`config.mk`:
```
export PLATFORM = sky130hd
export DESIGN_NAME = serial_char_receiver
export DESIGN_NICKNAME = d
export VERILOG_FILES = /design/src/rtl/rx_pkg.sv /design/src/rtl/rx_sync.sv /design/src/rtl/rx_edge.sv /design/src/rtl/rx_frame.sv /design/src/rtl/rx_flags.sv /design/src/rtl/serial_char_receiver.sv
export SDC_FILE = /design/constraint.sdc
export NUM_CORES = 1
export LEC_CHECK = 0
export ABC_AREA = 1
export BUFFER_PORTS_ARGS = -buffer_cell sky130_fd_sc_hd__buf_2
export CAP_MARGIN = 10
export CORE_ASPECT_RATIO = 1.1
export CORE_UTILIZATION = 40
export CTS_BUF_LIST = sky130_fd_sc_hd__clkbuf_4
export DETAILED_ROUTE_END_ITERATION = 10
export GPL_TIMING_DRIVEN = 0
export PLACE_DENSITY = 0.65
export SKIP_CTS_REPAIR_TIMING = 1
export SYNTH_ARGS = -nofsm -noshare
export SYNTH_HDL_FRONTEND = slang
export SYNTH_SLANG_ARGS = --single-unit
```
`constraint.sdc`:
```
create_clock -name clk -period 1.4 [get_ports clk]
set_input_delay 0 -clock clk [delete_from_list [all_inputs] [get_ports clk]]
set_output_delay 0 -clock clk [all_outputs]
set_load 0.1 [all_outputs]
```
`src/rtl/rx_pkg.sv`:
```
package rx_pkg;
  typedef enum logic [2:0] {
    ST_IDLE,
    ST_START,
    ST_DATA,
    ST_PAR,
    ST_STOP
  } rx_state_e;

  localparam logic [1:0] FAC_X1  = 2'b00;
  localparam logic [1:0] FAC_X16 = 2'b01;
endpackage

```
`src/rtl/rx_sync.sv`:
```
module rx_sync #(
  parameter int         W       = 2,
  parameter int         STAGES  = 2,
  parameter logic [W-1:0] RST_VAL = '1
) (
  input  logic         clk,
  input  logic         rst_n,
  input  logic [W-1:0] d_i,
  output logic [W-1:0] q_o
);
  logic [STAGES-1:0][W-1:0] stg_q;
  logic [STAGES-1:0][W-1:0] stg_d;

  always_comb begin
    stg_d = {stg_q[STAGES-2:0], d_i};
  end

  always_ff @(posedge clk or negedge rst_n) begin
    if (!rst_n) stg_q <= {STAGES{RST_VAL}};
    else        stg_q <= stg_d;
  end

  assign q_o = stg_q[STAGES-1];
endmodule

```
`src/rtl/rx_edge.sv`:
```
module rx_edge (
  input  logic clk,
  input  logic rst_n,
  input  logic lvl_i,
  output logic rise_o
);
  logic prev_q;

  always_ff @(posedge clk or negedge rst_n) begin
    if (!rst_n) prev_q <= 1'b1;
    else        prev_q <= lvl_i;
  end

  assign rise_o = lvl_i & ~prev_q;
endmodule

```
`src/rtl/rx_frame.sv`:
```
module rx_frame
  import rx_pkg::*;
#(
  parameter int DATA_W  = 8,
  parameter int MIN_LEN = 5,
  parameter int DIV_MID = 16,
  parameter int DIV_HI  = 64
) (
  input  logic              clk,
  input  logic              rst_n,
  input  logic              tick_i,
  input  logic              rxd_i,
  input  logic              en_i,
  input  logic [1:0]        factor_i,
  input  logic [1:0]        len_i,
  input  logic              par_en_i,
  output logic              done_o,
  output logic [DATA_W-1:0] data_o,
  output logic              par_o,
  output logic              stop_o
);
  localparam int CNT_W = $clog2(DIV_HI);
  localparam int IDX_W = $clog2(DATA_W);

  rx_state_e         st_q, st_d;
  logic [CNT_W-1:0]  cnt_q, cnt_d;
  logic [IDX_W-1:0]  idx_q, idx_d;
  logic [DATA_W-1:0] sh_q, sh_d;
  logic              par_q, par_d;

  logic              is_x1;
  logic [CNT_W-1:0]  full_lim, half_lim;
  logic              at_full, at_half;
  logic [IDX_W-1:0]  last_idx;

  assign is_x1    = (factor_i == FAC_X1);
  assign full_lim = (factor_i == FAC_X16) ? CNT_W'(DIV_MID - 1)   : CNT_W'(DIV_HI - 1);
  assign half_lim = (factor_i == FAC_X16) ? CNT_W'(DIV_MID/2 - 1) : CNT_W'(DIV_HI/2 - 1);
  assign at_full  = is_x1 | (cnt_q == full_lim);
  assign at_half  = (cnt_q == half_lim);
  assign last_idx = IDX_W'(MIN_LEN - 1) + IDX_W'(len_i);

  always_comb begin
    st_d   = st_q;
    cnt_d  = cnt_q;
    idx_d  = idx_q;
    sh_d   = sh_q;
    par_d  = par_q;
    done_o = 1'b0;
    if (!en_i) begin
      st_d  = ST_IDLE;
      cnt_d = '0;
    end else if (tick_i) begin
      unique case (st_q)
        ST_IDLE: begin
          if (!rxd_i) begin
            cnt_d = '0;
            idx_d = '0;
            sh_d  = '0;
            par_d = 1'b0;
            st_d  = is_x1 ? ST_DATA : ST_START;
          end
        end
        ST_START: begin
          if (at_half) begin
            cnt_d = '0;
            st_d  = rxd_i ? ST_IDLE : ST_DATA;
          end else begin
            cnt_d = cnt_q + 1'b1;
          end
        end
        ST_DATA: begin
          if (at_full) begin
            cnt_d       = '0;
            sh_d[idx_q] = rxd_i;
            if (idx_q == last_idx) st_d = par_en_i ? ST_PAR : ST_STOP;
            else                   idx_d = idx_q + 1'b1;
          end else begin
            cnt_d = cnt_q + 1'b1;
          end
        end
        ST_PAR: begin
          if (at_full) begin
            cnt_d = '0;
            par_d = rxd_i;
            st_d  = ST_STOP;
          end else begin
            cnt_d = cnt_q + 1'b1;
          end
        end
        ST_STOP: begin
          if (at_full) begin
            cnt_d  = '0;
            done_o = 1'b1;
            st_d   = ST_IDLE;
          end else begin
            cnt_d = cnt_q + 1'b1;
          end
        end
        default: st_d = ST_IDLE;
      endcase
    end
  end

  always_ff @(posedge clk or negedge rst_n) begin
    if (!rst_n) begin
      st_q  <= ST_IDLE;
      cnt_q <= '0;
      idx_q <= '0;
      sh_q  <= '0;
      par_q <= 1'b0;
    end else begin
      st_q  <= st_d;
      cnt_q <= cnt_d;
      idx_q <= idx_d;
      sh_q  <= sh_d;
      par_q <= par_d;
    end
  end

  assign data_o = sh_q;
  assign par_o  = par_q;
  assign stop_o = rxd_i;
endmodule

```
`src/rtl/rx_flags.sv`:
```
module rx_flags #(
  parameter int DATA_W = 8
) (
  input  logic              clk,
  input  logic              rst_n,
  input  logic              en_i,
  input  logic              done_i,
  input  logic [DATA_W-1:0] data_i,
  input  logic              par_i,
  input  logic              stop_i,
  input  logic              par_en_i,
  input  logic              par_even_i,
  input  logic              rxd_i,
  input  logic              rd_ack_i,
  input  logic              err_clr_i,
  output logic [DATA_W-1:0] data_o,
  output logic              rdy_o,
  output logic              pe_o,
  output logic              fe_o,
  output logic              oe_o,
  output logic              brk_o
);
  logic [DATA_W-1:0] data_q, data_d;
  logic rdy_q, rdy_d, pe_q, pe_d, fe_q, fe_d, oe_q, oe_d;
  logic brk_q, brk_d, low_q, low_d;
  logic pe_new, fe_new, oe_new;

  assign pe_new = par_en_i & stop_i & (^data_i ^ par_i ^ ~par_even_i);
  assign fe_new = ~stop_i;
  assign oe_new = rdy_q & ~rd_ack_i;

  always_comb begin
    data_d = done_i ? data_i : data_q;
    if (!en_i)          rdy_d = 1'b0;
    else if (done_i)    rdy_d = 1'b1;
    else if (rd_ack_i)  rdy_d = 1'b0;
    else                rdy_d = rdy_q;
    pe_d = (pe_q & ~err_clr_i) | (done_i & pe_new);
    fe_d = (fe_q & ~err_clr_i) | (done_i & fe_new);
    oe_d = (oe_q & ~err_clr_i) | (done_i & oe_new);
    if (rxd_i) begin
      low_d = 1'b0;
      brk_d = 1'b0;
    end else begin
      low_d = low_q | (done_i & fe_new);
      brk_d = brk_q | (done_i & fe_new & low_q);
    end
  end

  always_ff @(posedge clk or negedge rst_n) begin
    if (!rst_n) begin
      data_q <= '0;
      rdy_q  <= 1'b0;
      pe_q   <= 1'b0;
      fe_q   <= 1'b0;
      oe_q   <= 1'b0;
      brk_q  <= 1'b0;
      low_q  <= 1'b0;
    end else begin
      data_q <= data_d;
      rdy_q  <= rdy_d;
      pe_q   <= pe_d;
      fe_q   <= fe_d;
      oe_q   <= oe_d;
      brk_q  <= brk_d;
      low_q  <= low_d;
    end
  end

  assign data_o = data_q;
  assign rdy_o  = rdy_q;
  assign pe_o   = pe_q;
  assign fe_o   = fe_q;
  assign oe_o   = oe_q;
  assign brk_o  = brk_q;
endmodule

```
`src/rtl/serial_char_receiver.sv`:
```
module serial_char_receiver #(
  parameter int DATA_W      = 8,
  parameter int MIN_LEN     = 5,
  parameter int DIV_MID     = 16,
  parameter int DIV_HI      = 64,
  parameter int SYNC_STAGES = 2
) (
  input  logic              clk,
  input  logic              rst_n,
  input  logic              rx_clk_i,
  input  logic              rxd_i,
  input  logic              rx_en_i,
  input  logic [1:0]        factor_i,
  input  logic [1:0]        char_len_i,
  input  logic              par_en_i,
  input  logic              par_even_i,
  input  logic              rd_ack_i,
  input  logic              err_clr_i,
  output logic [DATA_W-1:0] rx_data_o,
  output logic              rx_rdy_o,
  output logic              par_err_o,
  output logic              frm_err_o,
  output logic              ovr_err_o,
  output logic              brk_det_o
);
  logic [1:0]        rst_pipe_q;
  logic              rst_sync_n;
  logic [1:0]        sync_q;
  logic              rxc_s, rxd_s, tick;
  logic              char_done, par_bit, stop_bit;
  logic [DATA_W-1:0] asm_data;

  always_ff @(posedge clk or negedge rst_n) begin
    if (!rst_n) rst_pipe_q <= 2'b00;
    else        rst_pipe_q <= {rst_pipe_q[0], 1'b1};
  end
  assign rst_sync_n = rst_pipe_q[1];

  rx_sync #(.W(2), .STAGES(SYNC_STAGES), .RST_VAL(2'b11)) u_sync (
    .clk   (clk),
    .rst_n (rst_sync_n),
    .d_i   ({rx_clk_i, rxd_i}),
    .q_o   (sync_q)
  );
  assign rxc_s = sync_q[1];
  assign rxd_s = sync_q[0];

  rx_edge u_edge (
    .clk    (clk),
    .rst_n  (rst_sync_n),
    .lvl_i  (rxc_s),
    .rise_o (tick)
  );

  rx_frame #(.DATA_W(DATA_W), .MIN_LEN(MIN_LEN), .DIV_MID(DIV_MID), .DIV_HI(DIV_HI)) u_frame (
    .clk      (clk),
    .rst_n    (rst_sync_n),
    .tick_i   (tick),
    .rxd_i    (rxd_s),
    .en_i     (rx_en_i),
    .factor_i (factor_i),
    .len_i    (char_len_i),
    .par_en_i (par_en_i),
    .done_o   (char_done),
    .data_o   (asm_data),
    .par_o    (par_bit),
    .stop_o   (stop_bit)
  );

  rx_flags #(.DATA_W(DATA_W)) u_flags (
    .clk        (clk),
    .rst_n      (rst_sync_n),
    .en_i       (rx_en_i),
    .done_i     (char_done),
    .data_i     (asm_data),
    .par_i      (par_bit),
    .stop_i     (stop_bit),
    .par_en_i   (par_en_i),
    .par_even_i (par_even_i),
    .rxd_i      (rxd_s),
    .rd_ack_i   (rd_ack_i),
    .err_clr_i  (err_clr_i),
    .data_o     (rx_data_o),
    .rdy_o      (rx_rdy_o),
    .pe_o       (par_err_o),
    .fe_o       (frm_err_o),
    .oe_o       (ovr_err_o),
    .brk_o      (brk_det_o)
  );
endmodule

```
# [Word-level counts from Yosys, hierarchy flattened]
# Index checks and enable logic that the tools add are counted.
[op_classes] n_addsub=3 eq_ne=21 n_lt_le_gt_ge=2 reduce_logical=12 n_mul=0 div=0 n_shift=0 n_mux=42 bitwise_logic=24
[ops] op="$mux W3" count=12
[ops] op="$mux W6" count=6
[ops] op="$pmux W6 S3" count=1
[ops] op="$mux W8" count=2
[ops] op="$pmux W8 S2" count=1
[ops] op="$ne A3 B2 Y1 const B" count=5
[ops] op="$pmux W3 S5" count=1
[ops] op="$eq A6 B6 Y1" count=2
[ops] op="$mux W1" count=12
[ops] op="$and A1 B1 Y1" count=11
[ops] op="$reduce_and A5 Y1" count=2
[ops] op="$bwmux W8" count=1
[ops] op="$reduce_xor A8 Y1" count=1
[ops] op="$reduce_and A7 Y1" count=1
[ops] op="$add A6 B1 Y6 const B" count=1
[ops] op="$eq A3 B2 Y1 const B" count=2
[ops] op="$ne A2 B1 Y1 const B" count=3
[ops] op="$or A1 B1 Y1" count=6
[ops] op="$pmux W3 S2" count=1
[ops] op="$reduce_and A6 Y1" count=1
[ops] op="$mux W5" count=1
[ops] op="$not A1 Y1" count=5
[ops] op="$lt A3 B4 Y1 const B" count=1
[ops] op="$mux W2" count=2
[ops] op="20 further kinds" count=23
[word_totals] n_memories=0 mem_bits_rw=0 romBits=0 reg_bits=42 inputBits=13 latchBits=0 output_inout_bits=13 word_cells=120

# [Logic depth before layout (Yosys ltp)]
# Gate-level depths: netlist of the first run.
[logic_depth] ltp_word=12 ltp_mapped=11 ltp_nobuf=11

# [Cells and area by module]
# A second synthesis of the first run with hierarchy kept.
[hier_totals] cells_unflattened=323 area_unflattened_um2=2471.1
[modules_own_cells] module="rx_frame" seq_area_each_um2=525.5 instances=1 cells_each=210 area_each_um2=1547.7
[modules_own_cells] module="rx_flags" seq_area_each_um2=350.3 instances=1 cells_each=103 area_each_um2=728.2
[modules_own_cells] module="rx_sync" seq_area_each_um2=105.1 instances=1 cells_each=4 area_each_um2=105.1
[modules_own_cells] module="serial_char_receiver" seq_area_each_um2=50.0 instances=1 cells_each=3 area_each_um2=53.8
[modules_own_cells] module="rx_edge" seq_area_each_um2=26.3 instances=1 cells_each=3 area_each_um2=36.3

# [Least setup slack after synthesis of the first run]
# No wires, ideal clock.
[synth_timing] path_kind="flip-flop to flip-flop" startpoint="register u_sync.stg_q, in the netlist u_sync.q_o[1]" endpoint="register u_flags.data_q[0] (netlist: u_flags.data_o[0])" slack_ns=-0.066 path_stages_with_launch=9 required_ns=1.275 period_less_slack_ns=1.466 t_arrival_ns=1.341 n_path_buf=1 setup_ns=0.125 path_cell_list="dfstp_2 -> inv_1 -> nor2_8 -> nand2_1 -> nor2_1 -> nand2_2 -> buf_2 -> nand2_1 -> o21ai_1"
[synth_between] elab_chain_cells=3
[synth_rtl] item="start, declared" line="rx_sync.sv:11" rtl="logic [STAGES-1:0][W-1:0] stg_q;"
[synth_rtl] item="start signal, assigned" line="rx_sync.sv:19" rtl="if (!rst_n) stg_q <= {STAGES{RST_VAL}};"
[synth_rtl] item="start signal, assigned" line="rx_sync.sv:20" rtl="else stg_q <= stg_d;"
[synth_rtl] item="$and A1 B1 Y1" line="rx_edge.sv:14" rtl="assign rise_o = lvl_i & ~prev_q;"
[synth_rtl] item="$mux W1" line="rx_frame.sv:53" rtl="end else if (tick_i) begin"
[synth_rtl] item="$mux W1" line="rx_frame.sv:50" rtl="if (!en_i) begin"
[synth_rtl] item="end signal, assigned" line="rx_flags.sv:60" rtl="data_q <= data_d;"
[synth_rtl] item="end, declared" line="rx_flags.sv:23" rtl="logic [DATA_W-1:0] data_q, data_d;"
# No other way between the ends.
# A chain may end at the register's enable or synchronous reset.

# [Worst setup path in the final report of the first run]
[layout_timing] startpoint="register u_frame.cnt_q[0]" endpoint="register u_frame.st_q[0]"
[layout_between] elab_chain_cells=4 elab_cells_between_ends=8 cone_classes="eq/ne (6); bitwise (1); reduce/logical (1)"
[layout_rtl] item="start, declared" line="rx_frame.sv:26" rtl="logic [CNT_W-1:0] cnt_q, cnt_d;"
[layout_rtl] item="start signal, assigned" line="rx_frame.sv:114" rtl="cnt_q <= cnt_d;"
[layout_rtl] item="$eq A6 B6 Y1" line="rx_frame.sv:39" rtl="assign at_full = is_x1 | (cnt_q == full_lim);"
[layout_rtl] item="$or A1 B1 Y1" line="rx_frame.sv:39"
[layout_rtl] item="$ne A3 B2 Y1 (no line)"
[layout_rtl] item="$reduce_and A7 Y1 (no line) (*)"
[layout_rtl] item="end signal, assigned" line="rx_frame.sv:113" rtl="st_q <= st_d;"
[layout_rtl] item="end, declared" line="rx_frame.sv:25" rtl="rx_state_e st_q, st_d;"
# Mark *: on every way between the ends. The rest lies on a longest branch, timed or not.

==> results of run 1 <==
-- worst max path at each step --
| stage | start | to | slack [ns] |
|---|---|---|---|
| finish | u_frame.cnt_q[0] | u_frame.st_q[0] | -0.1 |
| global route | u_frame.cnt_q[0] | u_frame.st_q[1] | -0.21 |
| CTS | u_frame.cnt_q[1] | u_frame.st_q[0] | -0.22 |
| detailed placement | u_frame.cnt_q[1] | u_frame.st_q[2] | -0.18 |
| global placement | rst_pipe_q[1] | u_flags.pe_o | -0.39 |
| floorplan | u_frame.cnt_q[1] | u_frame.data_o[3] | 0.01 |
-- area by class of cell --
| type | count | area, µm² |
|---|---|---|
| fillers | 549 | 2760 |
| multi-input cells | 234 | 1330 |
| flip-flops and latches | 42 | 1060 |
| repair buffers | 40 | 275 |
| inverters | 36 | 135 |
| well taps | 77 | 96.3 |
| plain buffers | 9 | 81.3 |
| clock inverters | 3 | 63.8 |
| clock buffers | 5 | 37.5 |
-- worst register-to-register path: stages (launching register included) --
cell	delay, ns
dfrtp_1	0.38
ha_2	0.21
nand2_4	0.07
nor2_4	0.14
nand3_2	0.08
nand2_1	0.07
nand2_1	0.06
nand2_2	0.12
nand2_4	0.08
nand2_4	0.09
nand3_1	0.08
nand2_1	0.07
-- through the flow --
step	cells	worst slack, ns
6_report	446	-0.0951
5_1_grt	446	-0.213
4_1_cts	432	-0.222
3_5_place_dp	424	-0.184
3_3_place_gp	423	-0.394
2_1_floorplan	321	0.0123
-- flip-flops by register name, indices dropped and copies added (netlist names) --
register,cells
u_frame.cnt_q,6
u_flags.low_q,1
u_frame.data_o,8
u_flags.fe_o,1
u_edge.prev_q,1
u_flags.data_o,8
u_frame.st_q,3
u_frame.idx_q,3
u_flags.pe_o,1
u_flags.brk_o,1
u_sync.stg_d,2
rst_pipe_q,2
u_flags.rdy_o,1
u_flags.oe_o,1
u_frame.par_o,1
u_sync.q_o,2
-- synthesized netlist by cell type, types with 2 or more instances --
library cell / number / share of area
buf_2: 4 / 0.0081
a21oi_1: 5 / 0.010
xnor2_1: 2 / 0.0071
o21ai_0: 4 / 0.0081
nor2_2: 2 / 0.0051
dfstp_2: 5 / 0.053
ha_1: 2 / 0.010
o21ai_1: 22 / 0.045
buf_4: 3 / 0.0091
nand3_2: 10 / 0.041
nand2_2: 5 / 0.013
inv_2: 5 / 0.0076
nor2_4: 3 / 0.014
nor2_8: 2 / 0.016
nand3_1: 33 / 0.067
nor2_1: 19 / 0.029
nand2_4: 4 / 0.018
dfrtp_1: 37 / 0.38
nand4_1: 3 / 0.0076
nor3_1: 2 / 0.0041
inv_1: 31 / 0.047
nand2_1: 105 / 0.16
nand3b_1: 2 / 0.0061
-- placed cells by master (no fill, tap or decap), types with 6 or more instances in the layout --
master         instances
buf_2                 26
buf_4                  9
clkbuf_4               6
dfrtp_1               33
dlygate4sd3_1          7
inv_1                 30
inv_2                  6
nand2_1               98
nand2_2                7
nand2_4                9
nand3_1               27
nand3_2               14
nor2_1                18
o21ai_1               22
-- per-layer routing --
layer / GRT usage / vias to the layer above / wire length [µm] / share of wire
li1: - / 1117 / - / -
met1: 0.202 / 1020 / 2270 / 0.44
met2: 0.291 / 27 / 2690 / 0.52
met3: 0.0370 / 4 / 136 / 0.026
met4: 0.0664 / 0 / 63 / 0.012
met5: 0 / - / 0 / 0
-- cells by family after synthesis --
group	Yosys count
adders and majority gates	2
AOI/OAI and AO/OA	35
and+or+nand+nor	193
other	1
xor gates and xnor gates	3
buffers and inverters	45
DFF	42
-- where the power goes --
part	total (µW)	internal, µW	switching, µW
Combinational	1010	366	640
Sequential	1350	1280	63.4
Clock	955	550	405
==> reports/metrics.cfg, run 1 <==
[job]
drv_cap = 0

[routing]
via_per_inst = 4.86
routedWlPerCell_um = 11.6
firstDrtPassIters = 4
via_count = 2168
drt-initial-drc-count = 105
drtAntennaViolNets = 0
remaining_drc_errors = 0
totalWireLength_um = 5160

[global_route]
grt_pass1_wl_um = 8690
antenna_found_initial = 0
grt_pass1_vias = 2052
grt_max_degree = 23
grt_remaining_overflow = 0
track_usage = 0.168

[timing]
fin_crit_ns = 1.50
slew_violations = 0
fin_tns_setup_ns = -1.17
layout_setup_ws_ns = -0.0951
rsz0062_at_grt = true
whs_ns = 0.0766
fmax_mhz = 669
skew_ns = 0.0185
setup_viol = 30
hold_viol = 0
post-route-period-util = 1.07

[die]
die_y_um = 84.4
coreArea_mm2 = 0.00584
fp.dieArea_mm2 = 0.00649
pin_count = 26
num_rows = 29
die_w_um = 76.9
initial_utilization = 0.422

[logic_synthesis]
synth-simple-area-share = 0.392
synthFlopType = dfrtp_1
syn_inst = 321
synth_top_family_by_area = simple AND/OR/NAND/NOR gates
synth.distinct_cells = 34
syn-cell-area_mm2 = 0.00247
synth_xor_area_frac = 0.0106
synth_edf_count = 0
syn_nets = 336
yosysWarnings = 0
synth-seq-cells = 42
synth-compound-area-share = 0.0791
synth_fa_ha_area_frac = 0.0101
syn_area_per_cell_um2 = 7.69
ys_seq_area_frac = 0.428
synth.area.mux_share = 0
synthArstFlopShare = 1.00

[clocking]
clk_path_buf_depth = 2
clk-insertion-delay-late_ns = 0.36
cts_buffers = 5
cts-root-buf = clkbuf_4
cts_tree = yes
cts.sinks = 42
cts.clk_slew.worst_paths_ns = 0.12
htree_levels = 2

[worst_hold_path]
worstHoldStart = par_even_i
holdPathEnd = u_flags.pe_o
min_path_cells = 6
hp-class = input port to flop

[layout]
diodes = 0
stdcell_area_mm2 = 0.00308
post-route-util = 0.527
area_growth_pct = 24.8
drive_above_1_share = 0.301
fin_nets = 383

[critical_path]
critPathLaunchType = flop
cp.arrival_ns = 1.79
worstReg2RegEnd = u_frame.st_q[0]
required_ns = 1.70
cp.depth = 11
worstPathMaxFanout = 5
critPathKind = flop to flop
r2r_cells = 11
critPathBufInv = 0
r2r_slack_ns = -0.1
worstReg2RegStart = u_frame.cnt_q[0]
slowest_delay_ns = 0.38
crit_path_end_kind = flop
critical_path.top_delay_family = simple AND/OR/NAND/NOR gates
cp_cell_sequence = ha_2 -> nand2_4 -> nor2_4 -> nand3_2 -> nand2_1 -> nand2_1 -> nand2_2 -> nand2_4 -> nand2_4 -> nand3_1 -> nand2_1
crit_slowest_cell = dfrtp_1

[power]
vdd_drop_max_mv = 0.511
leakage_uw = 0.00149
p_per_area_mw_per_mm2 = 1070
p_total_uw = 3310

[run_status]
violations = setup timing
status = finished with violations

[placement]
dpl.hpwl_um = 3730
placed_area_mm2 = 0.00274
place.gp.congestion = 0.873
port_buffers = 25

(Power assumes the default switching activity.)
==> inputs of run 2 (changes only) <==
--- a/config.mk
+++ b/config.mk
@@ -14,6 +14,7 @@
 export DETAILED_ROUTE_END_ITERATION = 10
 export GPL_TIMING_DRIVEN = 0
 export PLACE_DENSITY = 0.65
+export RECOVER_POWER = 25
 export SKIP_CTS_REPAIR_TIMING = 1
 export SYNTH_ARGS = -nofsm -noshare
 export SYNTH_HDL_FRONTEND = slang
==> run 2 against run 1 <==
  * The run still ends with setup timing left
  * Cell count unchanged
  * Critical path type unchanged
  * Critical path depth down 2
  * Non-clock buffer count unchanged
  * Hold slack better by 0.0035 ns
  * Die area unchanged
  * Sequential power about the same
  * Highest routed layer unchanged
  * Sequential share of layout area about the same
  * Critical endpoint unchanged
==> reports/metrics.cfg, run 2 (synthesized netlist as in run 1, its figures left out) <==
[clocking]
clk_path_buf_depth = 2  ; unchanged
cts_buffers = 5  ; unchanged
htree_levels = 2  ; unchanged
cts_tree = yes  ; unchanged
cts.sinks = 42  ; unchanged
cts.clk_slew.worst_paths_ns = 0.12  ; about the same
cts-root-buf = clkbuf_4  ; unchanged
clk-insertion-delay-late_ns = 0.36  ; about the same

[global_route]
grt_pass1_vias = 2052  ; unchanged
grt_remaining_overflow = 0  ; unchanged
track_usage = 0.168  ; unchanged
grt_max_degree = 23  ; unchanged
antenna_found_initial = 0  ; unchanged
grt_pass1_wl_um = 8690  ; unchanged

[power]
vdd_drop_max_mv = 0.511  ; about the same
p_per_area_mw_per_mm2 = 1070  ; about the same
sequentialPowerShare = 0.407  ; about the same
power.internal_uw = 2200  ; about the same
clockPowerShare = 0.289  ; about the same
swShare = 0.336  ; was 0.335
leakage_uw = 0.00149  ; about the same
p_sw_uw = 1110  ; about the same
pwr-share-comb = 0.304  ; about the same

[timing]
rsz0062_at_grt = true  ; unchanged
fmax_mhz = 669  ; about the same
fin_tns_setup_ns = -1.13  ; was -1.17 ns
setup_viol = 30  ; unchanged
fin_crit_ns = 1.50  ; about the same
skew_ns = 0.0215  ; was 0.0185 ns
whs_ns = 0.0801  ; was 0.0766 ns
post-route-period-util = 1.07  ; about the same
max_slew_margin = 0.430
layout_setup_ws_ns = -0.0958  ; was -0.0951 ns
hold_viol = 0  ; unchanged
slew_violations = 0  ; unchanged
tightest_slew_ns = 0.855

[layout]
stdcell_count = 446  ; unchanged
diodes = 0  ; unchanged
area_growth_pct = 24.7  ; was 24.8%
final_common_cell = nand2_1  ; unchanged
fillers = 550  ; was 549
drive_above_1_share = 0.295  ; was 0.301
layout_common_cells = nand2_1, dfrtp_1, inv_1  ; unchanged
stdcell_area_mm2 = 0.00308  ; about the same
fin_nets = 383  ; unchanged

[routing]
routedWlPerCell_um = 11.5  ; was 11.6 µm
totalWireLength_um = 5140  ; was 5160 µm
drt-initial-drc-count = 105  ; unchanged
drtAntennaViolNets = 0  ; unchanged
remaining_drc_errors = 0  ; unchanged
firstDrtPassIters = 4  ; unchanged
via_per_inst = 4.83  ; was 4.86
via_count = 2152  ; was 2168

[worst_hold_path]
hp-class = input port to flop  ; unchanged

[critical_path]
r2r_slack_ns = -0.1  ; about the same
required_ns = 1.65  ; was 1.70 ns
cp_cell_sequence = inv_2 -> nand2_2 -> nor2_4 -> buf_6 -> nand3_2 -> nand2_2 -> nor2_4 -> nand3_1 -> nand2_1  ; was ha_2 -> nand2_4 -> nor2_4 -> nand3_2 -> nand2_1 -> nand2_1 -> nand2_2 -> nand2_4 -> nand2_4 -> nand3_1 -> nand2_1
slowest_delay_ns = 0.46  ; was 0.38 ns
critPathLaunchType = flop  ; unchanged
crit_path_end_kind = flop  ; unchanged
cp.arrival_ns = 1.75  ; was 1.79 ns
critPathKind = flop to flop  ; unchanged
worstPathMaxFanout = 10  ; was 5
crit_slowest_cell = dfrtp_2  ; was dfrtp_1

[job]
drv_cap = 0  ; unchanged

[die]
fp.dieArea_mm2 = 0.00649  ; unchanged
coreArea_mm2 = 0.00584  ; unchanged
die_w_um = 76.9  ; unchanged
num_rows = 29  ; unchanged
die_y_um = 84.4  ; unchanged
initial_utilization = 0.422  ; unchanged
pin_count = 26  ; unchanged

[run_status]
violations = setup timing  ; unchanged
status = finished with violations  ; unchanged

[placement]
dpl.hpwl_um = 3730  ; unchanged
dpl.cell_count = 424  ; unchanged
port_buffers = 25  ; unchanged
place.gp.congestion = 0.873  ; unchanged
placed_area_mm2 = 0.00274  ; unchanged

## run 2: changes by cell type in the layout (fill, tap and decap cells not counted)
| cell | delta |
|---|---|
| dfrtp_1 | +1 |
| dfrtp_2 | -1 |
| dfstp_1 | +1 |
| dfstp_2 | -1 |
## run 2: layout make-up
class,instances,area (µm²),area share
multi-input combinational,234,1330,0.431
sequential,42,1060,0.345
timing repair buffer,40,275,0.0894
inverter,36,135,0.0439
tap,77,96.3,0.0313
buffer,9,81.3,0.0264
clock inverter,3,63.8,0.0207
clock buffer,5,37.5,0.0122
## run 2: worst max-delay path: cells and delay by family (launching register included)
family	cells	cell delay [ns]
AND/OR/NAND/NOR	7	0.69
buffers and inverters	2	0.27
flip-flops	1	0.46
## run 2: path summary, 6_finish.rpt
kind / from / end / cells after the start
setup / recovery: u_frame.st_q[2] / u_frame.st_q[0] / 9
hold / removal: par_even_i / u_flags.pe_o / 6
min in group asynchronous: rst_pipe_q[1] / u_frame.data_o[4] / 0
hold reg to reg: rst_pipe_q[1] / u_frame.data_o[4] / 0
max in group asynchronous: rst_pipe_q[1] / u_sync.q_o[0] / 1
setup reg to reg: u_frame.st_q[2] / u_frame.st_q[0] / 9
## run 2: metal layers
layer | wire length, µm | global-route usage
met1 | 2300 | 0.202
met2 | 2660 | 0.291
met3 | 117 | 0.0370
met4 | 64 | 0.0664
met5 | 0 | 0
## run 2: power by group through the flow
stage          Sequential, µW  Combinational [µW]  Clock [µW]
2_1_floorplan            1370                 656           0
3_3_place_gp             1390                 792           0
3_5_place_dp             1380                 823           0
4_1_cts                  1350                 829         990
5_1_grt                  1360                1120        1030
6_report                 1340                1010         957
## run 2: through the flow
stage	setup WS, ns	util	total power (µW)
2_1_floorplan	0.0123	-	2030
3_3_place_gp	-0.394	0.463	2180
3_5_place_dp	-0.184	0.468	2200
4_1_cts	-0.222	0.486	3170
5_1_grt	-0.213	0.527	3510
6_report	-0.0958	0.527	3310
